<file path="src/rtl/irq_latch_pkg.sv">
package irq_latch_pkg;
  typedef enum logic {
    TRIG_EDGE  = 1'b0,
    TRIG_LEVEL = 1'b1
  } trig_mode_e;
endpackage

</file>
<file path="src/rtl/irq_mode_reg.sv">
module irq_mode_reg #(
  parameter int                 N_LINES    = 8,
  parameter logic [N_LINES-1:0] TRIG_WMASK = 8'hF8
) (
  input  logic               clk,
  input  logic               rst,
  input  logic               we,
  input  logic [N_LINES-1:0] wdata,
  output logic [N_LINES-1:0] mode_q
);
  always_ff @(posedge clk) begin
    if (rst)     mode_q <= '0;
    else if (we) mode_q <= wdata & TRIG_WMASK;
  end
endmodule

</file>
<file path="src/rtl/irq_ack_decode.sv">
module irq_ack_decode #(
  parameter int N_LINES = 8,
  localparam int IDX_W  = (N_LINES > 1) ? $clog2(N_LINES) : 1
) (
  input  logic               valid,
  input  logic [IDX_W-1:0]   idx,
  output logic [N_LINES-1:0] hit
);
  for (genvar g = 0; g < N_LINES; g++) begin : g_hit
    assign hit[g] = valid && (idx == IDX_W'(g));
  end
endmodule

</file>
<file path="src/rtl/irq_line_cell.sv">
module irq_line_cell
  import irq_latch_pkg::*;
(
  input  logic       clk,
  input  logic       rst,
  input  logic       req,
  input  trig_mode_e mode,
  input  logic       ack_hit,
  input  logic       init,
  input  logic       mask,
  output logic       pend_q,
  output logic       raised_q
);
  logic last_q;
  logic pend_d;

  always_comb begin
    if (init)
      pend_d = pend_q && (mode == TRIG_LEVEL);
    else if (mode == TRIG_LEVEL)
      pend_d = req;
    else
      pend_d = (pend_q && !ack_hit) || (req && !last_q);
  end

  always_ff @(posedge clk) begin
    if (rst) begin
      pend_q   <= 1'b0;
      last_q   <= 1'b0;
      raised_q <= 1'b0;
    end else begin
      pend_q   <= pend_d;
      last_q   <= init ? 1'b0 : req;
      raised_q <= !init && !mask && !pend_q && pend_d;
    end
  end
endmodule

</file>
<file path="src/rtl/irq_req_latch.sv">
module irq_req_latch
  import irq_latch_pkg::*;
#(
  parameter int                 N_LINES    = 8,
  parameter logic [N_LINES-1:0] TRIG_WMASK = 8'hF8,
  localparam int                IDX_W      = (N_LINES > 1) ? $clog2(N_LINES) : 1
) (
  input  logic               clk,
  input  logic               rst,
  input  logic [N_LINES-1:0] req_i,
  input  logic               mode_we,
  input  logic [N_LINES-1:0] mode_wdata,
  input  logic [N_LINES-1:0] mask_i,
  input  logic               ack_valid,
  input  logic [IDX_W-1:0]   ack_idx,
  input  logic               init_pulse,
  output logic [N_LINES-1:0] pending_o,
  output logic [N_LINES-1:0] mode_o,
  output logic [N_LINES-1:0] raised_o
);
  logic [N_LINES-1:0] ack_hit;

  irq_mode_reg #(.N_LINES(N_LINES), .TRIG_WMASK(TRIG_WMASK)) u_mode (
    .clk(clk), .rst(rst), .we(mode_we), .wdata(mode_wdata), .mode_q(mode_o)
  );

  irq_ack_decode #(.N_LINES(N_LINES)) u_ack (
    .valid(ack_valid), .idx(ack_idx), .hit(ack_hit)
  );

  for (genvar g = 0; g < N_LINES; g++) begin : g_line
    irq_line_cell u_cell (
      .clk(clk), .rst(rst), .req(req_i[g]),
      .mode(trig_mode_e'(mode_o[g])), .ack_hit(ack_hit[g]),
      .init(init_pulse), .mask(mask_i[g]),
      .pend_q(pending_o[g]), .raised_q(raised_o[g])
    );
  end
endmodule

</file>
<file path="config.mk">
export PLATFORM = sky130hd
export DESIGN_NAME = irq_req_latch
export DESIGN_NICKNAME = d
export VERILOG_FILES = /design/src/rtl/irq_latch_pkg.sv /design/src/rtl/irq_mode_reg.sv /design/src/rtl/irq_ack_decode.sv /design/src/rtl/irq_line_cell.sv /design/src/rtl/irq_req_latch.sv
export SDC_FILE = /design/constraint.sdc
export NUM_CORES = 1
export LEC_CHECK = 0
export ABC_AREA = 0
export CAP_MARGIN = 20
export CORE_MARGIN = 1
export CORE_UTILIZATION = 41
export CTS_CLUSTER_DIAMETER = 30
export DETAILED_ROUTE_END_ITERATION = 10
export PLACE_DENSITY = 0.79
export SYNTH_ARGS = -nofsm -noshare
export SYNTH_HDL_FRONTEND = slang
export SYNTH_HIERARCHICAL = 1
export SYNTH_SLANG_ARGS = --single-unit
</file>
<file path="constraint.sdc">
create_clock -name clk -period 1 [get_ports clk]
set_input_delay 0.15 -clock clk [delete_from_list [all_inputs] [get_ports clk]]
set_output_delay 0.15 -clock clk [all_outputs]
set_load 0.02 [all_outputs]
</file>
==> results of run 1 <==
-- cells in the mapped netlist --
cell type | n | share of area
inv_1 | 8 | 0.024
nor3b_2 | 8 | 0.080
dfxtp_1 | 29 | 0.46
nor3_1 | 8 | 0.032
and4_2 | 1 | 0.0080
nor4b_2 | 1 | 0.012
nor4_2 | 8 | 0.080
nand2b_1 | 8 | 0.040
conb_1 | 1 | 0.0030
a21oi_1 | 8 | 0.032
o21ai_0 | 8 | 0.032
buf_4 | 3 | 0.018
buf_6 | 1 | 0.0090
and4bb_2 | 3 | 0.030
o21ai_2 | 8 | 0.056
and4b_2 | 3 | 0.027
nor2_1 | 5 | 0.015
mux2i_1 | 5 | 0.040
-- layer usage --
layer | wire length (um) | GRT usage
met5 | 0 | 0
met4 | 104 | 0.118
met3 | 263 | 0.0952
met2 | 1750 | 0.353
met1 | 1420 | 0.266
-- registers in the layout, indices dropped and copies added (netlist names) --
register                flops
g_line.u_cell/last_q        8
g_line.u_cell/raised_q      8
g_line.u_cell/pend_q        8
u_mode/mode_q               5
-- area by class of cell --
cell class,instances,area [um2]
fillers,216,811
repair buffers,70,654
multi-input cells,77,633
flip-flops and latches,29,592
clock buffers,7,65.1
well taps,31,38.8
inverters,8,30.0
clock inverters,1,5.00
-- power breakdown --
part / total [W] / switching (W) / internal, W
Combinational: 0.000546 / 0.000248 / 0.000297
Sequential: 0.00123 / 0.0000220 / 0.00121
Clock: 0.000818 / 0.000411 / 0.000407
-- through the flow --
stage / hold WS [ns] / cells / setup slack, ns
final: 0.368 / 223 / 0.0319
after global routing: 0.368 / 223 / -0.00262
after CTS: 0.370 / 222 / 0.00195
after detailed placement: 0.466 / 211 / -0.494
after global placement: 0.460 / 211 / -0.434
after floorplan: 0.222 / 118 / 0.143
-- worst reg2reg max path, cell delays in order, from the launching register on --
cell	delay, ns
dfxtp_2	0.34
buf_4	0.14
nor3_1	0.19
a21oi_1	0.05
o21ai_0	0.13
-- cell families after synthesis --
logic type / Yosys count / synth area share
and+or+nand+nor: 45 / 0.323
DFF: 29 / 0.463
AOI/OAI and AO/OA: 24 / 0.120
buffers and inverters: 12 / 0.0509
muxes: 5 / 0.0399
other: 1 / 0.00299
-- final timing paths --
kind | startpoint | end | slack, ns | cells after the start
hold / removal | mask_i[7] | g_line[7].u_cell/raised_q | 0.37 | 2
setup / recovery | u_mode/mode_q[3] | mode_o[3] | 0.03 | 1
setup reg to reg | u_mode/mode_q[3] | g_line[3].u_cell/pend_q | 0.07 | 4
hold reg to reg | g_line[6].u_cell/last_q | g_line[6].u_cell/pend_q | 0.49 | 3
-- repair_timing --
action,4_1_cts,5_1_grt
setup endpoints to repair,35,19
gates cloned,2,0
resized for setup,96,25
pin swaps,1,0
setup buffers,1,1
hold endpoints to repair,0,0
==> metrics.md, run 1 <==
| Metric | Value |
|---|---|
| Run status | `finished, violations left` |
| Max Clock Skew | `0.0161 ns` |
| DRC Markers | `5` |
| Failing checks | `DRC` |
| CP bufs+invs | `1` |
| Slowest cell on crit path | `dfxtp_2` |
| Critical path peak fanout | `2` |
| Hold Fails Final Rpt | `0` |
| Clock root cell | `clkbuf_4` |
| Pwr Total | `0.00259 W` |
| Hold buffer count at cts | `0` |
| Worst EP required | `0.85 ns` |
| Yosys cell types | `18` |
| Detail Route Antenna Nets | `0` |
| Final setup viols | `0` |
| Vias/cell | `5.26` |
| Gr ovfl total | `0` |
| Tightest Hold Check Type | `input port to register` |
| Crit. End Element | `output port` |
| Wire length per cell | `15.8 um` |
| Die ar. | `3280 um2` |
| Placed Instance Area | `1910 um2` |
| Die span in x | `57.3 um` |
| Critical path cell sequence | `buf_4` |
| Initial antenna violation count | `0` |
| Boundary pin count | `56` |
| Pwr dens | `1280 nW/um2` |
| Vias post-DR | `1174` |
| Routability cong. | `0.767` |
| Critical path class | `register to output port` |
| Ys Warns | `6` |
| Core Region | `2830 um2` |
| Gr usage total | `0.226` |
| Pleak | `0.849 nW` |
| Fin crit share | `0.968` |
| Post-synthesis cell count | `116` |
| Tmin final | `0.968 ns` |
| Peak Freq | `1030 MHz` |
| IO Port Bufs | `49` |
| Delay-heaviest family, CP | `flip-flops` |
| Nets | `223` |
| Most frequent cells in the layout | `buf_4 (31), clkdlybuf4s50_1 (22), dfxtp_1 (20)` |
| Final instance area | `2020 um2` |
| Clock Sinks | `29` |
| # rows | `19` |
| Crit path DAT | `0.82 ns` |
| Area Growth Syn to Fin | `61.0%` |
| Worst setup SP type | `register` |
| Maximum VDD drop | `1.03 mV` |
| CTS tree | `done` |
| Setup_tns | `0 ns` |
| Share of cells above drive strength 1 | `0.484` |
| Initial DRC count | `52` |
| H-Tree Depth | `2` |
| Die H | `57.3 um` |
| Number of diodes | `0` |
| Largest net degree at the start of global routing | `16` |
| Initial core utilization | `0.443` |
| #FFs+latches synth | `29` |
| Skew-Pair Late Insertion Delay | `0.33 ns` |
| TritonRoute pass-1 iters | `7` |
| CP max stage delay | `0.34 ns` |
| Most common cell after layout, fill and taps aside | `buf_4` |
| TritonCTS Buffers | `5` |
| Final HPWL DP | `2310 um` |
| Util after Layout | `0.713` |
| Syn Std Cell Area | `1250 um2` |
| First-pass GRT wire length | `5400 um` |
| Clk pin slew, worst setup/hold paths | `0.10 ns` |
| Sequential area share after synthesis | `0.463` |
| Vias in the first global route | `1158` |
| Maxcap violations | `0` |
| DRT Wirelength | `3530 um` |
| Pins over their slew limit | `0` |
| Worst-case clock buffer depth | `2` |
| Syn avg cell area | `10.8 um2` |
(Power assumes the default switching activity.)
==> run 2, diff against run 1 <==
--- a/config.mk
+++ b/config.mk
@@ -6,6 +6,7 @@
 export NUM_CORES = 1
 export LEC_CHECK = 0
 export ABC_AREA = 0
+export ABC_CLOCK_PERIOD_IN_PS = 900
 export CAP_MARGIN = 20
 export CORE_MARGIN = 1
 export CORE_UTILIZATION = 41
==> constraint.sdc (replaced) <==
create_clock -name clk -period 0.9 [get_ports clk]
set_input_delay 0.135 -clock clk [delete_from_list [all_inputs] [get_ports clk]]
set_output_delay 0.135 -clock clk [all_outputs]
set_load 0.02 [all_outputs]
==> run 2 against run 1 <==
Net effect:
- the run ends with DRC, setup timing left
- clock skew is 0.011 ns lower
- setup slack worse by 0.073 ns
- routed wire length increased by 0.37%
- cell count shrank 0.45%
- non-clock buffer count shrank 1
- sequential share of layout area down 1.1 points
- critical endpoint unchanged
==> metrics.md, run 2 (synthesis gave the netlist of run 1 again) <==
| Metric | Value |
|---|---|
| RSZ-0062 raised after global routing | `yes` |
| Boundary pin count | `56 (unchanged)` |
| Routability cong. | `0.767 (about the same)` |
| Setup_tns | `-0.336 ns (-0.336 ns)` |
| CP bufs+invs | `1 (unchanged)` |
| Max Clock Skew | `0.00512 ns (-0.0110 ns)` |
| DRC Markers | `5 (unchanged)` |
| Pins over their slew limit | `0 (unchanged)` |
| Detail Route Antenna Nets | `0 (unchanged)` |
| Nets | `222 (-0.45%)` |
| Pleak | `0.877 nW (+3.3%)` |
| Final HPWL DP | `2330 um (+1.1%)` |
| Fin crit share | `1.05` |
| Core Region | `2830 um2 (unchanged)` |
| Vias/cell | `5.28 (+0.36%)` |
| Initial DRC count | `34 (-35%)` |
| Maximum VDD drop | `0.992 mV (-3.6%)` |
| Clock root cell | `clkbuf_4` |
| Crit. Startpoint | `u_mode/mode_q[3]` |
| Pre-CTS WS | `-0.571 ns (-0.0772 ns)` |
| TritonCTS Buffers | `5 (unchanged)` |
| CTS tree | `done` |
| Hold Slack | `0.231 ns (-0.137 ns)` |
| Peak Freq | `1060 MHz` |
| Wire length per cell | `16.0 um (+0.82%)` |
| Die span in x | `57.3 um (unchanged)` |
| Skew-Pair Late Insertion Delay | `0.33 ns (about the same)` |
| # rows | `19 (unchanged)` |
| Most frequent cells in the layout | `clkdlybuf4s50_1 (22), dfxtp_2 (21), buf_6 (21)` |
| Largest net degree at the start of global routing | `16 (unchanged)` |
| Critical Path End | `mode_o[3]` |
| Clock Sinks | `29 (unchanged)` |
| Reg-to-reg endpoint | `g_line[7].u_cell/pend_q` |
| R2R Setup Slk | `-0.01 ns (-0.08 ns)` |
| TritonRoute pass-1 iters | `7 (unchanged)` |
| DRT Wirelength | `3550 um (+0.37%)` |
| Critical path peak fanout | `2 (unchanged)` |
| Slowest cell on crit path | `dfxtp_2` |
| Vias post-DR | `1173 (-0.085%)` |
| IO Port Bufs | `49 (unchanged)` |
| Tmin final | `0.941 ns` |
| Share of cells above drive strength 1 | `0.581 (+0.0968)` |
| CP max stage delay | `0.36 ns (+0.02 ns)` |
| Run status | `finished, violations left` |
| Gr ovfl total | `0 (unchanged)` |
| Most common cell after layout, fill and taps aside | `clkdlybuf4s50_1` |
| Die H | `57.3 um (unchanged)` |
| Delay-heaviest family, CP | `flip-flops` |
| First-pass GRT wire length | `5540 um (+2.7%)` |
| Worst-case clock buffer depth | `2 (unchanged)` |
| Die ar. | `3280 um2 (unchanged)` |
| Gr usage total | `0.232 (+0.00600)` |
| Final setup viols | `22 (+22)` |
| Largest registers | `g_line.u_cell/last_q x8, g_line.u_cell/pend_q x8, g_line.u_cell/raised_q x8` |
| Number of diodes | `0 (unchanged)` |
| Failing checks | `DRC, setup timing` |
| H-Tree Depth | `2 (unchanged)` |
| Crit. End Element | `output port` |
| Fill count | `205 (-5.1%)` |
| Fin worst setup slack | `-0.0415 ns (-0.0734 ns)` |
| Clk pin slew, worst setup/hold paths | `0.09 ns (about the same)` |
| Area Growth Syn to Fin | `71.4%` |
| Pwr dens | `1360 nW/um2 (+5.9%)` |
| Initial core utilization | `0.443 (unchanged)` |
| Worst Reg2Reg Path Length in Cells | `4 (unchanged)` |
| Critical path class | `register to output port` |
| Worst setup SP type | `register` |
| Worst r2r src | `u_mode/mode_q[7]` |
| Critical path cell sequence | `buf_6` |
| Tightest Hold Check Type | `input port to register` |
| Hold Fails Final Rpt | `0 (unchanged)` |
| Initial antenna violation count | `0 (unchanged)` |
| Cell count along the critical path | `1 (unchanged)` |
| Vias in the first global route | `1184 (+2.2%)` |
| Crit path DAT | `0.81 ns (about the same)` |
| Maxcap violations | `0 (unchanged)` |
| Worst EP required | `0.76 ns (-0.09 ns)` |
==> run 2: cell types whose count changed in the layout (fill, tap and decap cells not counted), sizes merged <==
cell / change
buf: -1
clkdlybuf4s15: -1
clkbuf: +3
dlygate4sd2: -2
==> run 2: final cells by class <==
type	count	area (um2)	area share
clock buffers	7	65.1	0.0303
clock inverters	1	5.00	0.00233
inverters	8	30.0	0.0140
multi-input cells	77	678	0.316
flip-flops and latches	29	607	0.282
well taps	31	38.8	0.0181
repair buffers	69	724	0.337
==> run 2: tightest hold or removal path, stage by stage <==
cell      delay, ns
clkbuf_2       0.14
buf_12         0.18
nor3b_4        0.07
==> run 2: through the flow <==
step	power, W	std cells	utilization	cell area [um2]
final	0.00292	222	0.759	2150
after global routing	0.00305	222	0.759	2150
after CTS	0.00294	222	0.753	2130
after detailed placement	0.00196	211	0.675	1910
after global placement	0.00194	211	0.675	1910
after floorplan	0.00161	118	-	1260
==> run 2: power breakdown <==
group / total, W / internal, W / leakage, nW / switching [W]
logic: 0.000650 / 0.000362 / 0.590 / 0.000288
registers: 0.00138 / 0.00134 / 0.246 / 0.0000318
clock network: 0.000897 / 0.000452 / 0.0413 / 0.000445
total: 0.00292 / 0.00216 / 0.877 / 0.000765
==> run 2: worst min path at each step <==
stage | start | end | slack [ns] | depth (start not counted)
2_1_floorplan | init_pulse | g_line[0].u_cell/raised_q | 0.21 | 1
3_3_place_gp | g_line[2].u_cell/pend_q | g_line[2].u_cell/raised_q | 0.46 | 1
3_5_place_dp | g_line[2].u_cell/pend_q | g_line[2].u_cell/raised_q | 0.47 | 1
4_1_cts | mask_i[7] | g_line[7].u_cell/raised_q | 0.34 | 2
5_1_grt | init_pulse | g_line[7].u_cell/last_q | 0.24 | 3
6_report | init_pulse | g_line[7].u_cell/last_q | 0.23 | 3
==> run 2: metal layers <==
| metal | vias up | global-route usage | wire, um |
|---|---|---|---|
| li1 | 565 | - | - |
| met1 | 549 | 0.270 | 1400 |
| met2 | 46 | 0.382 | 1790 |
| met3 | 13 | 0.0635 | 224 |
| met4 | 0 | 0.143 | 130 |
| met5 | - | 0 | 0 |
==> run 2: what timing repair did <==
action / in CTS / in global routing
resized for setup: 161 / 15
endpoints found under the setup margin: 37 / 30
pin swaps: 1 / 3
gates cloned: 2 / 0
setup buffers: 1 / 0
hold buffers: 0 / 0
